--- src/rtl/tw_pkg.sv ---
package tw_pkg;
  localparam int CFG_W = 7;

  typedef struct packed {
    logic       irq_en;
    logic       src_ext;
    logic       edge_fall;
    logic       to_wdt;
    logic [2:0] rate;
  } cfg_t;
endpackage

--- src/rtl/tw_pin_sync.sv ---
module tw_pin_sync #(
  parameter int SYNC_N = 2
) (
  input  logic clk,
  input  logic rst,
  input  logic pin,
  input  logic edge_fall,
  output logic evt
);
  localparam int SH_W = SYNC_N + 1;

  logic [SH_W-1:0] sh_q;
  logic            cur_lvl;
  logic            old_lvl;

  always_ff @(posedge clk) begin
    if (rst) sh_q <= '0;
    else     sh_q <= {sh_q[SH_W-2:0], pin};
  end

  assign cur_lvl = sh_q[SYNC_N-1];
  assign old_lvl = sh_q[SYNC_N];

  always_comb begin
    if (edge_fall) evt = old_lvl & ~cur_lvl;
    else           evt = cur_lvl & ~old_lvl;
  end

  // a detected edge lasts a single cycle
  p_edge_single_r5: assert property (@(posedge clk) disable iff (rst)
    evt |=> !evt);
endmodule

--- src/rtl/tw_prescaler.sv ---
module tw_prescaler #(
  parameter int PSC_W  = 8,
  parameter int RATE_W = 3
) (
  input  logic              clk,
  input  logic              rst,
  input  logic              clr,
  input  logic              in_evt,
  input  logic [RATE_W-1:0] rate,
  output logic              out_evt
);
  logic [PSC_W-1:0] psc_q;
  logic [PSC_W-1:0] mask;

  always_comb begin
    for (int i = 0; i < PSC_W; i++) begin
      mask[i] = (RATE_W'(i) <= rate);
    end
  end

  assign out_evt = in_evt && ((psc_q & mask) == mask);

  always_ff @(posedge clk) begin
    if (rst || clr)  psc_q <= '0;
    else if (in_evt) psc_q <= psc_q + 1'b1;
  end

  // a clear request empties the divider chain
  p_clear_empties_r7: assert property (@(posedge clk) disable iff (rst)
    clr |=> psc_q == '0);
endmodule

--- src/rtl/tw_counter.sv ---
module tw_counter #(
  parameter int CNT_W = 8
) (
  input  logic             clk,
  input  logic             rst,
  input  logic             we,
  input  logic [CNT_W-1:0] wdata,
  input  logic             inc,
  input  logic             irq_en,
  output logic [CNT_W-1:0] cnt_q,
  output logic             irq_q
);
  localparam logic [CNT_W-1:0] CNT_MAX = '1;

  logic wrap;

  assign wrap = inc && !we && (cnt_q == CNT_MAX);

  always_ff @(posedge clk) begin
    if (rst) begin
      cnt_q <= '0;
      irq_q <= 1'b0;
    end else begin
      if (we)       cnt_q <= wdata;
      else if (inc) cnt_q <= cnt_q + 1'b1;
      irq_q <= wrap && irq_en;
    end
  end

  p_load_r2: assert property (@(posedge clk) disable iff (rst)
    we |=> cnt_q == $past(wdata));

  p_hold_r3: assert property (@(posedge clk) disable iff (rst)
    (!we && !inc) |=> $stable(cnt_q));

  p_irq_pulse_r6: assert property (@(posedge clk) disable iff (rst)
    irq_q |=> !irq_q);

  p_irq_needs_en_r6: assert property (@(posedge clk) disable iff (rst)
    irq_q |-> $past(irq_en));
endmodule

--- src/rtl/tw_watchdog.sv ---
module tw_watchdog #(
  parameter int BASE_W = 3
) (
  input  logic clk,
  input  logic rst,
  input  logic tick,
  input  logic fuse_en,
  input  logic clr,
  input  logic use_psc,
  input  logic psc_out,
  output logic base_evt,
  output logic timeout,
  output logic wdt_rst_q
);
  localparam logic [BASE_W-1:0] BASE_MAX = '1;

  logic [BASE_W-1:0] base_q;

  assign base_evt = fuse_en && tick && (base_q == BASE_MAX);
  assign timeout  = fuse_en && (use_psc ? psc_out : base_evt);

  always_ff @(posedge clk) begin
    if (rst || !fuse_en || clr) base_q <= '0;
    else if (tick)              base_q <= base_q + 1'b1;
  end

  always_ff @(posedge clk) begin
    if (rst) wdt_rst_q <= 1'b0;
    else     wdt_rst_q <= timeout;
  end

  p_rst_pulse_r8: assert property (@(posedge clk) disable iff (rst)
    wdt_rst_q |=> !wdt_rst_q);

  p_fuse_blocks_r11: assert property (@(posedge clk) disable iff (rst)
    !fuse_en |=> !wdt_rst_q);

  p_clr_restarts_r10: assert property (@(posedge clk) disable iff (rst)
    clr |=> base_q == '0);
endmodule

--- src/rtl/timer_watchdog.sv ---
module timer_watchdog
  import tw_pkg::*;
#(
  parameter int CNT_W      = 8,
  parameter int PSC_W      = 8,
  parameter int WDT_BASE_W = 3,
  parameter int SYNC_N     = 2
) (
  input  logic             clk,
  input  logic             rst,
  input  logic             cfg_we,
  input  logic [CFG_W-1:0] cfg_wdata,
  input  logic             cnt_we,
  input  logic [CNT_W-1:0] cnt_wdata,
  output logic [CNT_W-1:0] cnt_rdata,
  input  logic             ext_pin,
  input  logic             wdt_tick,
  input  logic             wdt_clr,
  input  logic             wdt_fuse_en,
  output logic             irq,
  output logic             wdt_rst
);
  localparam int RATE_W = $clog2(PSC_W);

  cfg_t cfg_q;
  logic pin_evt;
  logic src_evt;
  logic psc_in;
  logic psc_out;
  logic psc_clr;
  logic cnt_inc;
  logic base_evt;
  logic timeout;

  always_ff @(posedge clk) begin
    if (rst)         cfg_q <= '0;
    else if (cfg_we) cfg_q <= cfg_t'(cfg_wdata);
  end

  tw_pin_sync #(.SYNC_N(SYNC_N)) u_sync (
    .clk       (clk),
    .rst       (rst),
    .pin       (ext_pin),
    .edge_fall (cfg_q.edge_fall),
    .evt       (pin_evt)
  );

  assign src_evt = cfg_q.src_ext ? pin_evt : 1'b1;
  assign psc_in  = cfg_q.to_wdt ? base_evt : src_evt;
  assign psc_clr = wdt_clr || (cnt_we && !cfg_q.to_wdt) || (timeout && cfg_q.to_wdt);
  assign cnt_inc = cfg_q.to_wdt ? src_evt : psc_out;

  tw_prescaler #(.PSC_W(PSC_W), .RATE_W(RATE_W)) u_psc (
    .clk     (clk),
    .rst     (rst),
    .clr     (psc_clr),
    .in_evt  (psc_in),
    .rate    (RATE_W'(cfg_q.rate)),
    .out_evt (psc_out)
  );

  tw_counter #(.CNT_W(CNT_W)) u_cnt (
    .clk    (clk),
    .rst    (rst),
    .we     (cnt_we),
    .wdata  (cnt_wdata),
    .inc    (cnt_inc),
    .irq_en (cfg_q.irq_en),
    .cnt_q  (cnt_rdata),
    .irq_q  (irq)
  );

  tw_watchdog #(.BASE_W(WDT_BASE_W)) u_wdt (
    .clk       (clk),
    .rst       (rst),
    .tick      (wdt_tick),
    .fuse_en   (wdt_fuse_en),
    .clr       (wdt_clr),
    .use_psc   (cfg_q.to_wdt),
    .psc_out   (psc_out),
    .base_evt  (base_evt),
    .timeout   (timeout),
    .wdt_rst_q (wdt_rst)
  );
endmodule

--- config.mk ---
export PLATFORM = sky130hd
export DESIGN_NAME = timer_watchdog
export DESIGN_NICKNAME = d
export VERILOG_FILES = /design/src/rtl/tw_pkg.sv /design/src/rtl/tw_pin_sync.sv /design/src/rtl/tw_prescaler.sv /design/src/rtl/tw_counter.sv /design/src/rtl/tw_watchdog.sv /design/src/rtl/timer_watchdog.sv
export SDC_FILE = /design/constraint.sdc
export NUM_CORES = 1
export LEC_CHECK = 0
export BUFFER_PORTS_ARGS = -buffer_cell sky130_fd_sc_hd__clkbuf_2
export CORE_MARGIN = 2
export CORE_UTILIZATION = 39
export DETAILED_ROUTE_END_ITERATION = 7
export HOLD_SLACK_MARGIN = 0.12
export PLACE_DENSITY = 0.63
export SLEW_MARGIN = 10
export SYNTH_ARGS = -nofsm -noshare
export SYNTH_HDL_FRONTEND = slang
export SYNTH_SLANG_ARGS = --single-unit
--- constraint.sdc ---
create_clock -name clk -period 2.8 [get_ports clk]
set_clock_uncertainty 0.1 [all_clocks]
set_input_delay 0.56 -clock clk [delete_from_list [all_inputs] [get_ports clk]]
set_output_delay 0.56 -clock clk [all_outputs]
set_load 0.02 [all_outputs]
# --- Yosys cells after proc, flatten, opt, wreduce, memory -nomap -nowiden ---
# Index checks and enable logic that the tools add are counted.
# W data, S select, Z words.
classes:
  addsub: 3
  n_reduce_logical: 18
  bitwise: 5
  shift: 0
  magnitude_cmp: 8
  muxes: 7
  multipliers: 0
  eq_ne: 3
  div_mod_pow: 0
op_table:
  columns: ["cell", "count"]
  rows:
  - ["$add A8 B1 Y8 const B", 2]
  - ["$mux W8", 2]
  - ["$le A3 B3 Y1 const A", 4]
  - ["$logic_and A1 B1 Y1", 9]
  - ["$and A8 B8 Y8", 1]
  - ["$eq A8 B8 Y1", 1]
  - ["$eq A8 B8 Y1 const B", 1]
  - ["$le A1 B3 Y1 const A", 2]
  - ["$le A2 B3 Y1 const A", 2]
  - ["$logic_or A1 B1 Y1", 5]
  - ["$mux W1", 5]
  - ["$add A3 B1 Y3 const B", 1]
  - ["$eq A3 B3 Y1 const B", 1]
  - ["$logic_not A1 Y1", 3]
  - ["$and A1 B1 Y1", 2]
  - ["$not A1 Y1", 2]
  - ["$reduce_bool A2 Y1", 1]
totals:
  ramBits: 0
  mem_count: 0
  word_cells: 55
  latchBits: 0
  inputBits: 23
  output_inout_bits: 10
  ff_bits: 31
  mem_bits_ro: 0

# --- Logic depth before layout (Yosys ltp) ---
# Gate-level depths: netlist of run 1.
logic_depth:
  depth_word: 11
  depth_mapped: 7
  mapped_depth_nobuf: 7

# --- Cells and area by module ---
# From an unflattened synthesis of run 1, not the netlist that was laid out.
unflattened:
  cells_unflattened: 163
  area_unflattened_um2: 1472.7
by_module_without_submodules:
  columns: ["mod", "seq_area_each_um2", "instances", "area_per_inst_um2", "cells_per_inst"]
  rows:
  - ["tw_counter", 180.2, 1, 481.7, 55]
  - ["tw_prescaler", 160.2, 1, 405.4, 50]
  - ["timer_watchdog", 140.1, 1, 289.0, 30]
  - ["tw_watchdog", 80.1, 1, 195.2, 19]
  - ["tw_pin_sync", 60.1, 1, 101.3, 9]

# --- Least setup slack after synthesis of run 1 ---
# Ideal clock, no wire load.
synth_timing:
  path_type: "register to register"
  from: "register u_psc.psc_q[2]"
  to: "register u_psc.psc_q[0]"
  path_stages_with_launch: 6
  path_slack_ns: 1.004
  n_path_buf: 0
  required_time_ns: 2.572
  setup_ns: 0.128
  arrival_ns: 1.568
  cell_sequence: "dfxtp_1 > nor3b_2 > o211ai_2 > or3_2 > o31ai_4 > nor2_1"
synth_via:
  elab_chain_cells: 8
synth_rtl:
  columns: ["item", "line", "text"]
  rows:
  - ["from (decl)", "tw_prescaler.sv:12", "logic [PSC_W-1:0] psc_q;"]
  - ["from (signal assigned)", "tw_prescaler.sv:25", "else if (in_evt) psc_q <= psc_q + 1'b1;"]
  - ["$and A8 B8 Y8", "tw_prescaler.sv:21", "assign out_evt = in_evt && ((psc_q & mask) == mask);"]
  - ["$eq A8 B8 Y1", "tw_prescaler.sv:21", null]
  - ["$logic_and A1 B1 Y1", "tw_prescaler.sv:21", null]
  - ["$mux W1", "tw_watchdog.sv:20", "assign timeout = fuse_en && (use_psc ? psc_out : base_evt);"]
  - ["$logic_and A1 B1 Y1", "tw_watchdog.sv:20", null]
  - ["$logic_and A1 B1 Y1", "timer_watchdog.sv:50", "assign psc_clr = wdt_clr || (cnt_we && !cfg_q.to_wdt) || (timeout && cfg_q.to_wdt);"]
  - ["$logic_or A1 B1 Y1", "timer_watchdog.sv:50", null]
  - ["$logic_or A1 B1 Y1", "tw_prescaler.sv:24", "if (rst || clr) psc_q <= '0;"]
# Every way passes these cells.
# A chain may end at the register's enable or synchronous reset.

# --- Worst setup path after layout of run 1 ---
layout_timing:
  from: "register u_psc.psc_q[2]"
  to: "register u_psc.psc_q[3]"
layout_via:
  elab_chain_cells: 8
  elab_cells_between_ends: 9
  classes_between: "add/sub (1); eq/ne (1); mux (1); bitwise (1); reduce/logical (5)"
layout_rtl:
  columns: ["item", "line"]
  rows:
  - ["$and A8 B8 Y8", "tw_prescaler.sv:21"]
  - ["$eq A8 B8 Y1", "tw_prescaler.sv:21"]
  - ["$logic_and A1 B1 Y1", "tw_prescaler.sv:21"]
  - ["$mux W1", "tw_watchdog.sv:20"]
  - ["$logic_and A1 B1 Y1", "tw_watchdog.sv:20"]
  - ["$logic_and A1 B1 Y1", "timer_watchdog.sv:50"]
  - ["$logic_or A1 B1 Y1", "timer_watchdog.sv:50"]
  - ["$logic_or A1 B1 Y1", "tw_prescaler.sv:24"]
# Parallel ways exist; a longest one is shown, timed or not.

==> metrics.txt, run 1 <==
status complete, no violations; post-CTS setup buffer count 0; share of cells above drive strength 1 between 20% and 30%; cell count after synthesis between 150 and 200; Final GP Congestion roughly 0.81; final critical-path required period approximately 2000 ps; Top Metal Used met4; Cell Area, Placed approximately 1700 um2; Setup violations, final 0; clk slew on worst S/H paths ~60 ps; TritonCTS clock tree built; synth cell count leaders dfxtp_1, nor2_1, nand2_1, mux2i_1, o211ai_1; DR WL met3 166 um; critical path's slowest cell or3_2; Met2 Wirelength 1630 um; setup TNS 0 ps; Fin. Hold Viols 0; first-pass GRT wire length 5730 um; unique cell type count in the Yosys netlist 40; drt total wl 3480 um; initial antenna violation count 0; number of cell rows 22; EDFF count, synth 0; DRC 0; Mean Syn Cell Area 9.07 um2; Total GRT Usage between 15 and 20%; CP max stage delay 480 ps; ANT cells 0; IO Pins 33; setup slack at placement 766 ps; worst skew pair latency 270 ps; flops & latches, synth 31; grt total ovfl 0; CTS Buf Count 5; Ys Warns 0; Yosys top cell area share 40.2%; Synth Cell Area 1540 um2; period utilization 72.5%; initial core utilization 41.2%; core area 3740 um2; crit path capture type flip-flop; pwr/cell area 511 nW/um2; ys flop type dfxtp_1; Area Growth Syn to Fin 19.0%; Crit path max-delay family simple AND/OR/NAND/NOR gates; DP HPWL 2580 um; worst path cell trace nor3b_2, o211ai_2, or3_2, o31ai_4, nor2_1; drt initial violations 36; dominant cell type by area after synthesis dfxtp_1; f_max 492 MHz; Die Ht 66.9 um; worst ir drop on vdd 0.173 mV; setup ws final 769 ps; CTS max path bufs 2; vias in the first global route between 1000 and 1500; Post-synth ARST share 0%; routed vias/inst 5.38; die span in x 66.9 um; WS Path Type reg -> reg; DIE AREA ~4500 um2; Buf/Inv on CP 0; RSZ-0062 raised after global routing false; most frequent cell after synthesis dfxtp_1; H-Tree Level Count 2; Static Leakage 0.739 nW; Worst Max-Slew Pin Slew 690 ps; CTS resizes 0; Clock Sink Count 31; final instance area 1840 um2; syn_nets 197; max-slew violation count 0; top cells by area, synth dfxtp_1, nor2_1, mux2i_1; # nets final 231; final core occ between 40% and 50%; sequential share of the synthesized area 40.2%; Max FO, Critical Path 8; ANT nets after route 0; Slew headroom 54.0%; Max Cap Viol 0; met1 wire length 1640 um; via count 1356; Port Buf Inserts 32; number of detailed-route iterations in the first pass 4; Routed WL per cell about 14 um; CTS Hold Bufs 0; CP Data Required Time 2840 ps; crit path DAT ~2100 ps; Worst Hold Class reg -> reg; Fillers 369; largest net degree at the start of global routing 25; Root Buffer clkbuf_8; Startpoint Class flip-flop
==> worst reg2reg max path, delay by kind of cell, from the launching register on <==
kind	cells	cell delay, ps
compound gates	2	580
flops	1	420
simple gates	3	810
==> per-layer routing <==
layer  track usage, %  vias up
li1                 -      683
met1             20.9      633
met2             28.2       35
met3             3.55        5
met4             6.12        0
met5                0        -
==> registers in the layout (all words and copies together) (netlist names) <==
| signal | count |
|---|---|
| cfg_q | 7 |
| u_sync.sh_q | 3 |
| u_wdt.base_q | 3 |
| u_wdt.wdt_rst_q | 1 |
| u_cnt.irq_q | 1 |
| u_psc.psc_q | 8 |
| u_cnt.cnt_q | 8 |
==> cell type report <==
class,instances,area (um2),area share [%]
flip-flops and latches,31,621,33.8
multi-input cells,130,888,48.4
inverters,3,11.3,0.613
clock buffers,6,82.6,4.50
well taps,48,60.1,3.27
clock inverters,1,5.00,0.273
repair buffers,33,168,9.13
==> path summary, 6_finish.rpt <==
| check | endpoint | cells after the start | start | slack [ps] |
|---|---|---|---|---|
| worst max-delay path | u_psc.psc_q[3]$_SDFFE_PP0P_ | 5 | u_psc.psc_q[2]$_SDFFE_PP0P_ | 770 |
| worst min-delay path | u_cnt.irq_q$_SDFF_PP0_ | 2 | cfg_q[6]$_SDFFE_PP0P_ | 340 |
| worst max register to register | u_psc.psc_q[3]$_SDFFE_PP0P_ | 5 | u_psc.psc_q[2]$_SDFFE_PP0P_ | 770 |
| worst min register to register | u_cnt.irq_q$_SDFF_PP0_ | 2 | cfg_q[6]$_SDFFE_PP0P_ | 340 |
==> cell usage in the layout (no fill, tap or decap), types with 2 or more instances in the layout <==
master / synthesis / final
clkbuf_8: 0 / 6
inv_1: 2 / 2
a2111oi_0: 4 / 4
o211ai_1: 8 / 8
o21ai_0: 3 / 3
clkbuf_2: 0 / 32
nor3b_1: 2 / 2
and4_1: 4 / 4
nand2_1: 12 / 12
nand3_1: 3 / 3
a21oi_1: 3 / 3
a211oi_1: 3 / 3
a311oi_1: 2 / 2
nand2b_1: 4 / 4
nor2_1: 30 / 30
xor2_1: 7 / 7
or3_2: 2 / 2
nor3_1: 2 / 2
o31ai_4: 2 / 2
dfxtp_1: 31 / 31
ha_1: 4 / 4
and3_2: 2 / 2
nor4b_1: 2 / 2
and3_1: 2 / 2
nand3b_1: 2 / 2
nand4_1: 2 / 2
nor2b_1: 3 / 3
mux2i_1: 10 / 10
==> through the flow <==
step / hold WS, ps / instances / power (mW)
after floorplan: 314 / 170 / 0.561
after global placement: 332 / 245 / 0.601
after detailed placement: 338 / 245 / 0.606
after CTS: 348 / 252 / 0.948
after global routing: 364 / 252 / 0.991
final: 345 / 252 / 0.939
==> where the power goes <==
part	internal [mW]	switching [mW]	total, mW
registers	0.460	0.0213	0.481
logic	0.0482	0.0699	0.118
clock network	0.192	0.148	0.340
==> cells by family (layout without fill, tap and decap cells) <==
kind of cell	Yosys count	after routing	synth area share (%)
AND/OR/NAND/NOR	76	76	25.7
AO/OA/AOI/OAI	32	32	17.6
flip-flops	31	31	40.2
multiplexers	10	10	6.49
buffers and inverters	9	43	2.19
XOR/XNOR	8	8	4.54
adder cells (fa/ha/maj)	4	4	3.24
Note: power is estimated with default switching activity, not from simulation.
==> run 2: changes to the inputs <==
- PLACE_DENSITY: 0.63 -> 0.66
- clock period: 2.8 -> 1.7 ns (I/O delays scaled with it)
==> run 2 against run 1 <==
- the flow now finishes with violations (negative setup slack)
- final cell count up 12%
- first-iteration DRC count is 81% higher
- clock-buffer cell count did not move
- critical endpoint is now u_cnt.cnt_q[5]$_SDFFE_PP0P_
- highest routed layer unchanged
==> metrics.txt, run 2 (synthesized netlist as in run 1, its figures left out) <==
RSZ-0062 raised after global routing true; final instance area 2250 um2; Port Buf Inserts 32; final critical-path required period about 1800 ps; DP HPWL 2660 um; Startpoint Class flip-flop; CP max stage delay 370 ps; TritonCTS clock tree built; number of detailed-route iterations in the first pass 4; final core occ around 60%; crit path capture type flip-flop; core area 3740 um2; Die Ht 66.9 um; most common cell after layout, fill and taps aside clkbuf_2; vias in the first global route 1337; CP Data Required Time 1780 ps; largest net degree at the start of global routing 22; DIE AREA 4470 um2; Worst Hold Class in -> reg; largest registers u_cnt.cnt_q x8, u_psc.psc_q x8, cfg_q x7; initial core utilization just over 40%; Worst Max-Slew Pin Slew between 300 and 400 ps; setup ws final -119 ps; pwr/cell area 807 nW/um2; Slew headroom 76.8%; drt total wl about 3800 um; hold depth 2; Clock Sink Count 31; Reg2Reg Setup Slack -120 ps; initial antenna violation count 0; status complete, but fails checks; Final GP Congestion roughly 0.85; drt initial violations 65; H-Tree Level Count 2; max-slew violation count 0; grt total ovfl 0; Hold Path End u_sync.sh_q[0]$_SDFF_PP0_; clk slew on worst S/H paths 70 ps; Total GRT Usage 17.8%; placed cells 269; R2R Path Start cfg_q[2]$_SDFFE_PP0P_; worst skew pair latency about 280 ps; critical path's slowest cell dfxtp_4; crit path DAT about 1900 ps; failing checks negative setup slack; ANT cells 0; non-filler cells in the finished layout 282; Setup violations, final 13; f_max 550 MHz; period utilization 107%; first-pass GRT wire length between 5000 and 6000 um; DRC 0; Final Total Pwr 1.82 mW; reg-to-reg endpoint u_cnt.cnt_q[5]$_SDFFE_PP0P_; Max FO, Critical Path 6; CTS max path bufs 2; Max Cap Viol 0; WS Path Type reg -> reg; Area Growth Syn to Fin 45.9%; share of cells above drive strength 1 between 40% and 50%; # nets final 260; Cell Area, Placed approximately 1900 um2; IO Pins 33; Root Buffer clkbuf_8; ANT nets after route 0; routed vias/inst 5.20; Reg2Reg Depth 5; CTS Buf Count 5; number of cell rows 22; Routed WL per cell 13.6 um; most frequent cells in the layout clkbuf_2, dfxtp_1, nor2_1, buf_4, nand2_1; die span in x 66.9 um; Static Leakage between 0.9 and 1 nW; worst ir drop on vdd 0.579 mV; via count around 1500; setup TNS -544 ps; Fin. Hold Viols 0; HP Start ext_pin; worst path cell trace nor3b_4, o211ai_4, o31a_1, or3_1, a311oi_1
run 2: cell count changes in the layout (fill, tap and decap cells not counted), sizes merged:
cell	change
buf	+29
bufinv	+1
run 2: how the worst max path moves through the flow:
stage                                      startpoint                           to  slack [ps]  depth (start not counted)
after floorplan           u_psc.psc_q[2]$_SDFFE_PP0P_  u_cnt.cnt_q[7]$_SDFFE_PP0P_        0.08                          5
after global placement          cfg_q[0]$_SDFFE_PP0P_  u_cnt.cnt_q[7]$_SDFFE_PP0P_         -60                          5
after detailed placement        cfg_q[0]$_SDFFE_PP0P_  u_cnt.cnt_q[5]$_SDFFE_PP0P_        -140                          5
after CTS                       cfg_q[0]$_SDFFE_PP0P_  u_cnt.cnt_q[5]$_SDFFE_PP0P_         -90                          5
after global routing            cfg_q[2]$_SDFFE_PP0P_  u_cnt.cnt_q[5]$_SDFFE_PP0P_        -200                          5
final                           cfg_q[2]$_SDFFE_PP0P_  u_cnt.cnt_q[5]$_SDFFE_PP0P_        -120                          5
run 2: final cells by class:
class                           count  area (um2)
Inverter                            3        11.3
Multi-Input combinational cell    130        1030
Sequential cell                    31         628
Timing Repair Buffer               62         404
Clock inverter                      2        35.0
Clock buffer                        6        82.6
Tap cell                           48        60.1
Fill cell                         350        1490
run 2: power by group:
group | switching, mW | internal (mW) | leakage, nW
clock | 0.272 | 0.474 | 0.0612
combinational | 0.152 | 0.134 | 0.610
sequential | 0.0279 | 0.757 | 0.256
total | 0.452 | 1.36 | 0.927
run 2: what timing repair did:
| action | 4_1_cts | 5_1_grt |
|---|---|---|
| hold buffers | 0 | 0 |
| setup buffers | 1 | 4 |
| gates resized for setup | 11 | 26 |
| setup endpoints to repair | 14 | 17 |
| hold endpoints to repair | 0 | 0 |
| pin swaps | 9 | 10 |
run 2: metrics by stage:
stage	hold slack, ps	worst slack [ps]
floorplan	314	0.0798
global placement	324	-59.1
detailed placement	335	-143
CTS	161	-92.9
global route	185	-197
finish	169	-119
run 2: critical path, delay by kind of cell, from the launching register on:
family / cells / cell delay [ps]
DFF: 1 / 370
AOI/OAI and AO/OA: 3 / 670
and+or+nand+nor: 2 / 580
run 2: per-layer routing:
layer	up-vias	global-route usage [%]	part of all wire, %	wire, um
li1	745	-	-	-
met1	688	23.3	47	1800
met2	28	28.0	48	1840
met3	5	5.74	4.0	154
met4	0	4.59	0.76	29
met5	-	0	0	0
==> run 3: changes to the inputs <==
- PLACE_DENSITY: 0.66 -> 0.68
- clock period: 1.7 -> 2.1 ns (I/O delays scaled with it)
==> run 3 against run 2 <==
- the flow now finishes without violations
- setup slack better by 290 ps
- combinational power down 43%
- sequential share of layout area up 4.8 points
- clock power down 18%
- critical path depth unchanged
- register-to-register slack better by 290 ps
- via count down 5.7%
- final cell count down 8.9%
- die area unchanged
- critical path type unchanged
- critical endpoint is now u_psc.psc_q[5]$_SDFFE_PP0P_
- largest power group unchanged
==> metrics.txt, run 3 (synthesized netlist as in run 1, its figures left out) <==
ANT nets after route 0; Area Growth Syn to Fin 22.9%; Clock Sink Count 31; Reg2Reg Setup Slack between 150 and 200 ps; crit path capture type flip-flop; DP HPWL between 2000 and 3000 um; die span in x 66.9 um; ANT cells 0; Clock Power Share 43.2%; DRC 0; CP Launch Point u_psc.psc_q[2]$_SDFFE_PP0P_; Flop pwr share roughly 45%; TritonCTS clock tree built; CTS resizes 0; Met2 Wirelength roughly 1500 um; post-CTS setup buffer count 0; via count around 1400; sw power around 350 uW; CP Data Required Time 2160 ps; reg-to-reg endpoint u_psc.psc_q[5]$_SDFFE_PP0P_; Max FO, Critical Path 8; Static Leakage slightly below 0.8 nW; Reg2Reg Depth 5; met1 wire length approximately 1600 um; CTS max path bufs 2; Critical Path End u_psc.psc_q[5]$_SDFFE_PP0P_; Final GP Congestion a little under 0.8; # nets final 235; Total GRT Usage 16.6%; largest registers u_cnt.cnt_q x8, u_psc.psc_q x8, cfg_q x7; IO Pins 33; largest net degree at the start of global routing 23; cell-internal power 1.06 mW; initial antenna violation count 0; DR WL met3 roughly 190 um; sw frac 24.5%; Die Ht between 60 and 70 um; Setup violations, final 0; Cell Area, Placed ~1800 um2; R2R Path Start u_psc.psc_q[2]$_SDFFE_PP0P_; initial core utilization 41.2%; max-slew violation count 0; vias in the first global route 1223; Fin. Hold Viols 0; clk slew on worst S/H paths 60 ps; most frequent cells in the layout clkbuf_2, dfxtp_1, nor2_1, nand2_1, mux2i_1; drt initial violations 84; Slew headroom 70.8%; logic gate share of total power 11.5%; share of cells above drive strength 1 roughly a quarter; final critical-path required period 1930 ps; routed vias/inst 5.38; number of cell rows 22; Port Buf Inserts 32; period utilization 91.9%; crit path DAT just under 2000 ps; f_max 518 MHz; core area 3740 um2; setup TNS 0 ps; RSZ-0062 raised after global routing false; number of detailed-route iterations in the first pass 4; pwr/cell area 743 nW/um2; most common cell after layout, fill and taps aside clkbuf_2; Max Cap Viol 0; Root Buffer clkbuf_8; DIE AREA between 4000 and 5000 um2; Top Metal Used met4; Fillers between 300 and 400; CTS Hold Bufs 0; H-Tree Level Count 2; drt total wl between 3000 and 4000 um; Worst Hold Class in -> reg; Worst Max-Slew Pin Slew 438 ps; final instance area 1900 um2; Routed WL per cell 13.1 um; worst skew pair latency 290 ps; worst ir drop on vdd 0.269 mV; status complete, no violations; WS Path Type reg -> reg; CTS Buf Count 5; first-pass GRT wire length approximately 5500 um; Startpoint Class flip-flop; grt total ovfl 0
==> run 3: worst min-delay path by stage <==
stage                     slack, ps                        end  cells past startpoint                      start
after detailed placement        330  u_sync.sh_q[1]$_SDFF_PP0_                      1  u_sync.sh_q[0]$_SDFF_PP0_
after floorplan                 310  u_sync.sh_q[1]$_SDFF_PP0_                      1  u_sync.sh_q[0]$_SDFF_PP0_
after global routing            240  u_sync.sh_q[0]$_SDFF_PP0_                      2                    ext_pin
final                           250  u_sync.sh_q[0]$_SDFF_PP0_                      2                    ext_pin
after global placement          320  u_sync.sh_q[1]$_SDFF_PP0_                      1  u_sync.sh_q[0]$_SDFF_PP0_
after CTS                       240  u_sync.sh_q[0]$_SDFF_PP0_                      2                    ext_pin
==> run 3: metal layers <==
layer  track usage, %  vias to the layer above
met5                0                        -
met4             6.89                        0
met3             5.24                        6
met2             24.8                       33
met1             21.9                      647
li1                 -                      696
==> run 3: per-stage QoR <==
| step | cells | power (mW) | utilization (%) | hold WS, ps | worst slack (ps) |
|---|---|---|---|---|---|
| after global routing | 257 | 1.47 | 50.6 | 244 | 31.0 |
| final | 257 | 1.41 | 50.6 | 246 | 169 |
| after CTS | 257 | 1.43 | 50.6 | 239 | 109 |
| after detailed placement | 249 | 0.814 | 47.5 | 330 | 128 |
| after floorplan | 170 | 0.748 | - | 314 | 304 |
| after global placement | 249 | 0.812 | 47.5 | 316 | 183 |
==> run 3: layout make-up <==
class / instances / area [um2] / area share, %
sequential: 31 / 621 / 32.7
multi-input combinational: 130 / 888 / 46.9
clock buffer: 6 / 82.6 / 4.36
clock inverter: 2 / 35.0 / 1.85
tap: 48 / 60.1 / 3.17
timing repair buffer: 37 / 198 / 10.4
inverter: 3 / 11.3 / 0.594
==> run 3: power by group through the flow <==
stage                     logic (mW)  registers (mW)  clock network [mW]
after global placement         0.162           0.650                   0
after floorplan               0.0891           0.659                   0
after CTS                      0.164           0.638               0.626
final                          0.162           0.638               0.609
after global routing           0.179           0.641               0.647
after detailed placement       0.163           0.651                   0
==> run 3: worst max-delay path, cell delays in order (launching register included) <==
cell and delay (ps):
dfxtp_1 400, nor3b_2 210, o211ai_2 150, or3_2 480
o31ai_4 360, nor2_1 90
